## src/rtl/rtc_pkg.sv

```systemverilog
package rtc_pkg;

    typedef enum logic [2:0] {
        ST_IDLE,
        ST_ADDR,
        ST_ADDR_ACK,
        ST_WR_BYTE,
        ST_WR_ACK,
        ST_RD_BYTE,
        ST_RD_ACK
    } bus_state_t;

    typedef logic [7:0] bcd_t;

    localparam int IDX_SEC = 2;
    localparam int IDX_MIN = 3;
    localparam int IDX_HR  = 4;

    localparam bcd_t SEC_MAX = 8'h59;
    localparam bcd_t MIN_MAX = 8'h59;
    localparam bcd_t HR_MAX  = 8'h23;

    // advance a packed BCD value, wrapping to zero after lim
    function automatic bcd_t bcd_step(input bcd_t v, input bcd_t lim);
        if (v == lim)
            return 8'h00;
        else if (v[3:0] == 4'd9)
            return {v[7:4] + 4'd1, 4'd0};
        else
            return v + 8'd1;
    endfunction

endpackage

```

## src/rtl/rtc_line_filter.sv

```systemverilog
module rtc_line_filter #(
    parameter int SYNC_LEN = 2,
    parameter int FILT_LEN = 3
) (
    input  logic clk,
    input  logic rst_n,
    input  logic din,
    output logic dout
);

    logic [SYNC_LEN-1:0] sync_q;
    logic [FILT_LEN-1:0] hist_q;

    always_ff @(posedge clk or negedge rst_n) begin
        if (!rst_n) begin
            sync_q <= '1;
            hist_q <= '1;
            dout   <= 1'b1;
        end else begin
            sync_q <= {sync_q[SYNC_LEN-2:0], din};
            hist_q <= {hist_q[FILT_LEN-2:0], sync_q[SYNC_LEN-1]};
            if (&hist_q)
                dout <= 1'b1;
            else if (~|hist_q)
                dout <= 1'b0;
        end
    end

endmodule

```

## src/rtl/rtc_time_keeper.sv

```systemverilog
module rtc_time_keeper
    import rtc_pkg::*;
(
    input  logic clk,
    input  logic rst_n,
    input  logic tick,
    input  logic wr_sec,
    input  logic wr_min,
    input  logic wr_hr,
    input  bcd_t wr_data,
    output bcd_t sec_q,
    output bcd_t min_q,
    output bcd_t hr_q
);

    logic any_wr;
    logic carry_s;
    logic carry_m;

    assign any_wr  = wr_sec | wr_min | wr_hr;
    assign carry_s = (sec_q == SEC_MAX);
    assign carry_m = carry_s && (min_q == MIN_MAX);

    always_ff @(posedge clk or negedge rst_n) begin
        if (!rst_n) begin
            sec_q <= '0;
            min_q <= '0;
            hr_q  <= '0;
        end else if (any_wr) begin
            if (wr_sec) sec_q <= wr_data;
            if (wr_min) min_q <= wr_data;
            if (wr_hr)  hr_q  <= wr_data;
        end else if (tick) begin
            sec_q <= bcd_step(sec_q, SEC_MAX);
            if (carry_s) min_q <= bcd_step(min_q, MIN_MAX);
            if (carry_m) hr_q  <= bcd_step(hr_q, HR_MAX);
        end
    end


    sec_adv_chk: assert property (@(posedge clk) disable iff (!rst_n)
        (tick && !any_wr) |=> (sec_q != $past(sec_q)));


    min_roll_chk: assert property (@(posedge clk) disable iff (!rst_n)
        (tick && !any_wr && sec_q == 8'h59 && min_q == 8'h59) |=> (sec_q == 8'h00 && min_q == 8'h00));


    wr_wins_chk: assert property (@(posedge clk) disable iff (!rst_n)
        wr_sec |=> (sec_q == $past(wr_data)));

endmodule

```

## src/rtl/i2c_bcd_rtc.sv

```systemverilog
module i2c_bcd_rtc
    import rtc_pkg::*;
#(
    parameter int         NUM_REGS    = 8,
    parameter int         FILT_LEN    = 3,
    parameter logic [5:0] DEV_ADDR_HI = 6'b101000
) (
    input  logic clk,
    input  logic rst_n,
    input  logic scl_i,
    input  logic sda_i,
    input  logic addr_sel,
    input  logic tick_1hz,
    output logic scl_oe,
    output logic sda_oe
);

    localparam int PTR_W = $clog2(NUM_REGS);
    localparam logic [PTR_W-1:0] PTR_LAST = PTR_W'(NUM_REGS - 1);

    // line conditioning
    logic [1:0] raw_lines;
    logic [1:0] filt_lines;
    assign raw_lines = {sda_i, scl_i};

    for (genvar li = 0; li < 2; li++) begin : g_filt
        rtc_line_filter #(.SYNC_LEN(2), .FILT_LEN(FILT_LEN)) i_filt (
            .clk  (clk),
            .rst_n(rst_n),
            .din  (raw_lines[li]),
            .dout (filt_lines[li])
        );
    end

    logic scl_f, sda_f, scl_d, sda_d;
    assign scl_f = filt_lines[0];
    assign sda_f = filt_lines[1];

    always_ff @(posedge clk or negedge rst_n) begin
        if (!rst_n) begin
            scl_d <= 1'b1;
            sda_d <= 1'b1;
        end else begin
            scl_d <= scl_f;
            sda_d <= sda_f;
        end
    end

    logic scl_rise, scl_fall, start_det, stop_det;
    assign scl_rise  = scl_f & ~scl_d;
    assign scl_fall  = ~scl_f & scl_d;
    assign start_det = scl_f & scl_d & sda_d & ~sda_f;
    assign stop_det  = scl_f & scl_d & ~sda_d & sda_f;

    // protocol state
    bus_state_t       state, state_nx;
    logic [3:0]       bit_cnt;
    logic [7:0]       shreg;
    logic [7:0]       txreg;
    logic [PTR_W-1:0] ptr;
    logic             rw_bit;
    logic             first_wr;
    logic             mst_ack;

    logic             addr_hit;
    logic [PTR_W-1:0] ptr_next;
    logic [7:0]       rd_data;
    logic             wr_fire;

    assign addr_hit = (shreg[7:1] == {DEV_ADDR_HI, addr_sel});
    assign ptr_next = (ptr == PTR_LAST) ? '0 : ptr + PTR_W'(1);
    assign wr_fire  = (state == ST_WR_BYTE) && scl_fall && (bit_cnt == 4'd8) && !first_wr;

    // next-state logic
    always_comb begin
        state_nx = state;
        if (stop_det)
            state_nx = ST_IDLE;
        else if (start_det)
            state_nx = ST_ADDR;
        else begin
            unique case (state)
                ST_IDLE:     state_nx = ST_IDLE;
                ST_ADDR:     if (scl_fall && bit_cnt == 4'd8)
                                 state_nx = addr_hit ? ST_ADDR_ACK : ST_IDLE;
                ST_ADDR_ACK: if (scl_fall)
                                 state_nx = rw_bit ? ST_RD_BYTE : ST_WR_BYTE;
                ST_WR_BYTE:  if (scl_fall && bit_cnt == 4'd8)
                                 state_nx = ST_WR_ACK;
                ST_WR_ACK:   if (scl_fall)
                                 state_nx = ST_WR_BYTE;
                ST_RD_BYTE:  if (scl_fall && bit_cnt == 4'd7)
                                 state_nx = ST_RD_ACK;
                ST_RD_ACK:   if (scl_fall)
                                 state_nx = mst_ack ? ST_RD_BYTE : ST_IDLE;
                default:     state_nx = ST_IDLE;
            endcase
        end
    end

    // state register
    always_ff @(posedge clk or negedge rst_n) begin
        if (!rst_n)
            state <= ST_IDLE;
        else
            state <= state_nx;
    end

    // datapath registers
    always_ff @(posedge clk or negedge rst_n) begin
        if (!rst_n) begin
            bit_cnt  <= '0;
            shreg    <= '0;
            txreg    <= '0;
            ptr      <= '0;
            rw_bit   <= 1'b0;
            first_wr <= 1'b0;
            mst_ack  <= 1'b0;
        end else if (start_det || stop_det) begin
            bit_cnt <= '0;
        end else begin
            unique case (state)
                ST_ADDR: begin
                    if (scl_rise) begin
                        shreg   <= {shreg[6:0], sda_f};
                        bit_cnt <= bit_cnt + 4'd1;
                    end else if (scl_fall && bit_cnt == 4'd8) begin
                        rw_bit  <= shreg[0];
                        bit_cnt <= '0;
                    end
                end
                ST_ADDR_ACK: begin
                    if (scl_fall) begin
                        bit_cnt  <= '0;
                        first_wr <= 1'b1;
                        if (rw_bit) txreg <= rd_data;
                    end
                end
                ST_WR_BYTE: begin
                    if (scl_rise) begin
                        shreg   <= {shreg[6:0], sda_f};
                        bit_cnt <= bit_cnt + 4'd1;
                    end else if (scl_fall && bit_cnt == 4'd8) begin
                        if (first_wr) begin
                            ptr      <= shreg[PTR_W-1:0];
                            first_wr <= 1'b0;
                        end else begin
                            ptr <= ptr_next;
                        end
                    end
                end
                ST_WR_ACK: begin
                    if (scl_fall) bit_cnt <= '0;
                end
                ST_RD_BYTE: begin
                    if (scl_fall) begin
                        if (bit_cnt == 4'd7) begin
                            ptr <= ptr_next;
                        end else begin
                            txreg   <= {txreg[6:0], 1'b0};
                            bit_cnt <= bit_cnt + 4'd1;
                        end
                    end
                end
                ST_RD_ACK: begin
                    if (scl_rise) mst_ack <= ~sda_f;
                    else if (scl_fall) begin
                        bit_cnt <= '0;
                        if (mst_ack) txreg <= rd_data;
                    end
                end
                default: ;
            endcase
        end
    end

    // register storage
    logic [7:0] gp_q [NUM_REGS];
    bcd_t       sec_q, min_q, hr_q;

    for (genvar ri = 0; ri < NUM_REGS; ri++) begin : g_reg
        if (ri == IDX_SEC || ri == IDX_MIN || ri == IDX_HR) begin : g_time_slot
            assign gp_q[ri] = 8'h00;
        end else begin : g_plain
            always_ff @(posedge clk or negedge rst_n) begin
                if (!rst_n)
                    gp_q[ri] <= '0;
                else if (wr_fire && ptr == PTR_W'(ri))
                    gp_q[ri] <= shreg;
            end
        end
    end

    rtc_time_keeper i_keeper (
        .clk    (clk),
        .rst_n  (rst_n),
        .tick   (tick_1hz),
        .wr_sec (wr_fire && ptr == PTR_W'(IDX_SEC)),
        .wr_min (wr_fire && ptr == PTR_W'(IDX_MIN)),
        .wr_hr  (wr_fire && ptr == PTR_W'(IDX_HR)),
        .wr_data(shreg),
        .sec_q  (sec_q),
        .min_q  (min_q),
        .hr_q   (hr_q)
    );

    always_comb begin
        if (ptr == PTR_W'(IDX_SEC))      rd_data = sec_q;
        else if (ptr == PTR_W'(IDX_MIN)) rd_data = min_q;
        else if (ptr == PTR_W'(IDX_HR))  rd_data = hr_q;
        else                             rd_data = gp_q[ptr];
    end

    // outputs
    assign scl_oe = 1'b0;

    always_comb begin
        unique case (state)
            ST_ADDR_ACK: sda_oe = 1'b1;
            ST_WR_ACK:   sda_oe = 1'b1;
            ST_RD_BYTE:  sda_oe = ~txreg[7];
            default:     sda_oe = 1'b0;
        endcase
    end


    oe_scl_low_chk: assert property (@(posedge clk) disable iff (!rst_n)
        (sda_oe != $past(sda_oe)) |-> !scl_f);


    addr_miss_chk: assert property (@(posedge clk) disable iff (!rst_n)
        (state == ST_ADDR && scl_fall && bit_cnt == 4'd8 && !addr_hit) |=> !sda_oe);

endmodule

```

## config.mk

```make
export PLATFORM = sky130hd
export DESIGN_NAME = i2c_bcd_rtc
export DESIGN_NICKNAME = d
export VERILOG_FILES = /design/src/rtl/rtc_pkg.sv /design/src/rtl/rtc_line_filter.sv /design/src/rtl/rtc_time_keeper.sv /design/src/rtl/i2c_bcd_rtc.sv
export SDC_FILE = /design/constraint.sdc
export NUM_CORES = 1
export LEC_CHECK = 0
export BUFFER_PORTS_ARGS = -buffer_cell sky130_fd_sc_hd__buf_2
export CELL_PAD_IN_SITES_DETAIL_PLACEMENT = 1
export CELL_PAD_IN_SITES_GLOBAL_PLACEMENT = 2
export CORE_MARGIN = 2
export CORE_UTILIZATION = 47
export CTS_BUF_LIST = sky130_fd_sc_hd__clkbuf_8
export DETAILED_ROUTE_END_ITERATION = 12
export PLACE_DENSITY_LB_ADDON = 0.2
export SYNTH_ARGS = -nofsm -noshare
export SYNTH_HDL_FRONTEND = slang
export SYNTH_SLANG_ARGS = --single-unit
```

## constraint.sdc

```tcl
create_clock -name clk -period 6 [get_ports clk]
set_input_delay 1.8 -clock clk [delete_from_list [all_inputs] [get_ports clk]]
set_output_delay 1.8 -clock clk [all_outputs]
set_load 0.05 [all_outputs]
```

Word level (Yosys, flattened, before mapping)
Index checks and enable logic that the tools add are counted.

cells by class
  $lt $le $gt $ge = 1
  reductions and logical operators = 41
  add/sub/neg operators = 8
  mux-type cells = 68
  equality and inequality tests = 48
  bitwise gates (word level) = 17

operator list
  kind                   count
  $mux W8                29
  $mux W3                16
  $mux W4                8
  $add A8 B1 Y8 const B  3
  $bmux W8 S3            1
  $ne A4 B4 Y1 const B   6
  $pmux W8 S3            1
  $eq A3 B3 Y1 const B   7
  $pmux W4 S5            1
  $ne A2 B2 Y1 const B   9
  $pmux W3 S6            1
  $reduce_and A3 Y1      6
  $reduce_and A6 Y1      3
  $add A4 B1 Y4 const B  4
  $eq A4 B4 Y1 const B   4
  $eq A8 B7 Y1 const B   2
  $logic_and A1 B1 Y1    14
  $eq A3 B2 Y1 const B   4
  $ne A2 B1 Y1 const B   6
  $reduce_bool A2 Y1     5
  $ne A3 B3 Y1 const B   3
  $reduce_and A9 Y1      1
  $eq A8 B6 Y1 const B   1
  $and A1 B1 Y1          7
  24 further kinds       41

storage, ports and cells
  output and inout port bits = 2
  word-level logic and storage cells = 207
  flip-flop bits (word level) = 107
  bits of input ports = 6

Logic depth before layout (Yosys ltp)
  word-level depth = 11
  mapped depth = 11
  depth with buffers taken out = 7

By module
A second synthesis with hierarchy kept.

second synthesis, totals
  cells, all modules = 599
  area, all modules = 6107.1 um^2

modules (own cells, without submodules)
  module           area an instance (um^2)  cells each  times used
  i2c_bcd_rtc      4037.6                   380         1
  rtc_time_keeper  1716.6                   199         1
  rtc_line_filter  176.4                    10          2

Worst setup path before layout
Ideal clock, no wire load.

  kind = register to output
  from = reg state[0]
  to = out sda_oe
  arrival time = 1.882 ns
  slack = 2.318 ns
  cell stages (with the launch flop) = 6
  data required time = 4.200 ns
  path buffers = 2
  cells stage by stage = dfrtp_1 > buf_4 > clkbuf_1 > nand2_1 > nand2_1 > o21ai_0

on the way
  cells in the longest elaborated chain, start to end = 3
  elaborated cells between the ends (all ways) = 5

RTL lines
  what                                                 line                source
  start, declared                                      i2c_bcd_rtc.sv:56   bus_state_t state, state_nx;
  start signal, assigned                               i2c_bcd_rtc.sv:106  state <= state_nx;
  $eq A3 B3 Y1 / $eq A3 B2 Y1 (equally long branches)  i2c_bcd_rtc.sv:218  unique case (state)
  $reduce_or A2 Y1 (no line)                           -
  $pmux W1 S2 (*)                                      i2c_bcd_rtc.sv:218
  end, declared                                        i2c_bcd_rtc.sv:15   output logic sda_oe

Every way passes the cells marked *; elsewhere a longest branch is shown, timed or not.

Worst setup path after layout
  from = reg ptr[0]
  to = reg i_keeper.hr_q[0]

on the way
  cells in the longest elaborated chain, start to end = 6
  elaborated cells between the ends (all ways) = 13

RTL lines
  what                                                                 line                                    source
  start, declared                                                      i2c_bcd_rtc.sv:60                       logic [PTR_W-1:0] ptr;
  start signal, assigned                                               i2c_bcd_rtc.sv:145                      ptr <= shreg[PTR_W-1:0];
  start signal, assigned                                               i2c_bcd_rtc.sv:148                      ptr <= ptr_next;
  start signal, assigned                                               i2c_bcd_rtc.sv:158                      ptr <= ptr_next;
  $eq A3 B2 Y1, on equally long branches                               i2c_bcd_rtc.sv:198, i2c_bcd_rtc.sv:199
  $logic_and A1 B1 Y1, on equally long branches                        i2c_bcd_rtc.sv:198, i2c_bcd_rtc.sv:199
  $or A1 B1 Y1 (2 in series)                                           rtc_time_keeper.sv:20                   assign any_wr = wr_sec | wr_min | wr_hr;
  $ne A2 B1 Y1 (no line) / $reduce_bool A2 Y1 (equally long branches)  -
  $reduce_and A3 Y1 (no line)                                          -
  end signal, assigned                                                 rtc_time_keeper.sv:32                   if (wr_hr) hr_q <= wr_data;
  end signal, assigned                                                 rtc_time_keeper.sv:36                   if (carry_m) hr_q <= bcd_step(hr_q, HR_MAX);
  end, declared                                                        rtc_time_keeper.sv:13                   output bcd_t hr_q

Several ways; a longest one is shown, not always the timed one.
A chain may end at the register's enable or synchronous reset.

==> results.yml <==
final_layout:
  nets: 602
  layout-drive-gt1-share_pct: 19.6
  final_area_sq_mm: 0.00642
  layout_commonest_cell: "dfrtp_1"
  syn_to_final_growth_pct: 5.36
  antenna_cells: 0
  final_cell_mix: "dfrtp_1 (93), mux2_2 (65), o21ai_0 (42)"
yosys:
  syn-num-nets: 620
  syn_avg_cell_area_sq_um: 10.2
  synth_edf_count: 0
  synth-main-ff-cell: "dfrtp_1"
  synth_area_leaders: "dfrtp_1 (38%), mux2_2 (12%), dfstp_2 (6.0%)"
  yosysWarnings: 0
  synth_top_cell_by_area: "dfrtp_1"
  synth-seq-cells: 107
  synthArstFlopShare_pct: 100
  ys_seq_area_share_pct: 44.2
  ys_types: 76
  syn_area_sq_mm: 0.00609
  synth_top_area_share_pct: 38.2
  synthCells: 596
floorplan:
  fp-row-count: 41
  die_y_um: 118
  start_util_pct: 48.3
  die-width_um: 118
  dieArea_sq_mm: 0.0139
  core_area_sq_mm: 0.0126
  io_pins: 8
sta:
  setup_viol: 0
  whs_ns: 0.363
  final.setup.worst_slack_ns: 2.17
  worstMarginPinSlew_ns: 1.29
  rsz0062_at_grt: "false"
  slew-limit-headroom_pct: 13.0
  fin_setup_tns_ns: 0
  layout_min_cycle_time_ns: 3.83
  fmax_mhz: 261
  skew_ns: 0.0144
  min_period_over_period_pct: 63.8
  report.final.slew_viol_count: 0
  hold_viol_final: 0
flow_run:
  max_cap_viol_count: 0
worst_setup_path:
  worstSetupStartpointType: "register"
  crit_arrival_ns: 4.13
  crit_buf_inv: 1
  cp.depth: 8
  cpPeakStageDelay_ns: 1.02
  crit_path_end_kind: "register"
  rr_worst_depth: 8
  critical_path_class: "reg -> reg"
  crit_start: "ptr[0]$_DFFE_PN0P_"
  timing.rr.start: "ptr[0]$_DFFE_PN0P_"
  reg2reg_to: "i_keeper.hr_q[0]$_DFFE_PN0P_"
  r2r_slack_ns: 2.17
  crit_slowest_cell: "a41oi_1"
  critPathRequiredTime_ns: 6.30
  crit_path_end: "i_keeper.hr_q[0]$_DFFE_PN0P_"
  cp_cell_sequence: "ha_1 -> ha_1 -> a21o_1 -> o2111ai_1 -> buf_4 -> a41oi_1 -> o21ai_0 -> o31ai_1"
  path_common_cell: "ha_1"
  crit_family: "compound AO/OA/AOI/OAI gates"
  worstPathMaxFanout: 21
clocking:
  numCtsBuffers: 9
  ctsResizeCount: 0
  hold_buffers: 0
  clkSlewWorstSetupHoldPaths_ns: 0.12
  clk_latency_ns: 0.40
  cts_root_buffer: "clkbuf_8"
  cts_max_path_buffers: 2
  cts_setup_buffers: 0
  numClockSinks: 107
  htree_levels: 3
  cts_tree: "yes"
power_and_ir_drop:
  vdd_drop_max_mv: 0.196
  p_leak_nw: 2.81
  power.density_mw_per_mm2: 251
  fin_total_pwr_w: 0.00161
status:
  outcome: "finished clean"
place:
  port_buffers: 6
  pre_cts_ws_ns: 2.25
  postPlaceCellArea_sq_mm: 0.00618
  hpwlAfterDp_um: 11800
  gp_congestion: 0.871
routing:
  vias: 4637
  via_per_inst: 6.14
  routedWlPerCell_um: 22.1
  wirelength_um: 16700
  dr.pass1.iters: 4
  ant_nets: 0
  drc: 0
  drt_iter0_markers: 271
grt:
  grt_usage_pct: 25.2
  grt_pass1_wl_um: 27300
  grt_pass1_vias: 4949
  overflow: 0
  grt_max_degree: 69
  antenna_found_initial: 0
hold_path:
  hold_class: "reg -> reg"
[logic make-up after synthesis]
group | synth area share [%]
xor gates and xnor gates | 0.719
other | 0.0615
buffers and inverters | 4.60
and+or+nand+nor | 13.3
DFF | 44.2
adders and majority gates | 3.70
AOI/OAI and AO/OA | 18.9
muxes | 14.5
[how the worst min path moves through the flow]
stage | from | endpoint | slack [ns] | depth (start not counted)
2_1_floorplan | g_filt[0].i_filt.sync_q[1]$_DFF_PN1_ | g_filt[0].i_filt.hist_q[0]$_DFF_PN1_ | 0.35 | 0
3_3_place_gp | g_filt[0].i_filt.sync_q[1]$_DFF_PN1_ | g_filt[0].i_filt.hist_q[0]$_DFF_PN1_ | 0.35 | 0
3_5_place_dp | g_filt[0].i_filt.sync_q[0]$_DFF_PN1_ | g_filt[0].i_filt.sync_q[1]$_DFF_PN1_ | 0.35 | 0
4_1_cts | g_filt[1].i_filt.sync_q[1]$_DFF_PN1_ | g_filt[1].i_filt.hist_q[0]$_DFF_PN1_ | 0.37 | 0
5_1_grt | g_filt[0].i_filt.sync_q[1]$_DFF_PN1_ | g_filt[0].i_filt.hist_q[0]$_DFF_PN1_ | 0.37 | 0
6_report | g_filt[0].i_filt.sync_q[0]$_DFF_PN1_ | g_filt[0].i_filt.sync_q[1]$_DFF_PN1_ | 0.36 | 0
[cell usage after synthesis (6+ instances only)]
cell type,count
inv_1,27
buf_2,14
dfrtp_1,93
nand2_1,39
a31oi_1,6
nand2b_1,8
clkbuf_1,17
nor3_1,12
dfstp_2,14
nor2_1,28
mux2i_1,15
mux2_2,65
a221oi_1,7
a22oi_1,7
a21oi_1,32
ha_1,18
nor2b_1,7
nand3_1,14
o31ai_1,13
o21ai_0,42
[metal layers]
metal | vias up | share of wire (%) | GRT usage (%)
met5 | - | 0 | 0
met4 | 0 | 1.3 | 5.57
met3 | 15 | 2.6 | 4.94
met2 | 50 | 47 | 40.6
met1 | 2414 | 49 | 35.5
li1 | 2158 | - | -
[worst reg2reg max path: stages (launching register included)]
cell,delay [ns]
dfrtp_1,0.83
ha_1,0.30
ha_1,0.57
a21o_1,0.29
o2111ai_1,0.14
buf_4,0.23
a41oi_1,1.02
o21ai_0,0.23
o31ai_1,0.12
[layout make-up]
class,instances,area (sq um)
Inverter,28,105
Tap cell,172,215
Sequential cell,107,2700
Clock buffer,9,124
Timing Repair Buffer,8,47.5
Multi-Input combinational cell,424,3120
Fill cell,1449,6200
Clock inverter,7,115
[flip-flops by register name, summed over array words and instances, names as in the netlist]
signal / flops
ptr: 3
g_filt.i_filt.sync_q: 4
i_keeper.sec_q: 8
first_wr: 1
bit_cnt: 4
shreg: 8
g_filt.i_filt.hist_q: 6
i_keeper.hr_q: 8
txreg: 8
i_keeper.min_q: 8
rw_bit: 1
gp_q: 40
scl_d: 1
mst_ack: 1
state: 3
g_filt.i_filt.dout: 2
sda_d: 1
[power by group]
group          total [W]  internal, W  switching [W]  leakage (nW)
logic           0.000200    0.0000878       0.000113          1.29
registers       0.000902     0.000775       0.000127          1.41
clock network   0.000508     0.000213       0.000295         0.117
total            0.00161      0.00108       0.000535          2.81
[metrics by stage]
| step | cells | utilization (%) |
|---|---|---|
| final | 755 | 50.9 |
| after global routing | 755 | 50.9 |
| after CTS | 755 | 50.9 |
| after detailed placement | 739 | 49.0 |
| after global placement | 739 | 49.0 |
| after floorplan | 596 | - |
Note: power is estimated with default switching activity, not from simulation.
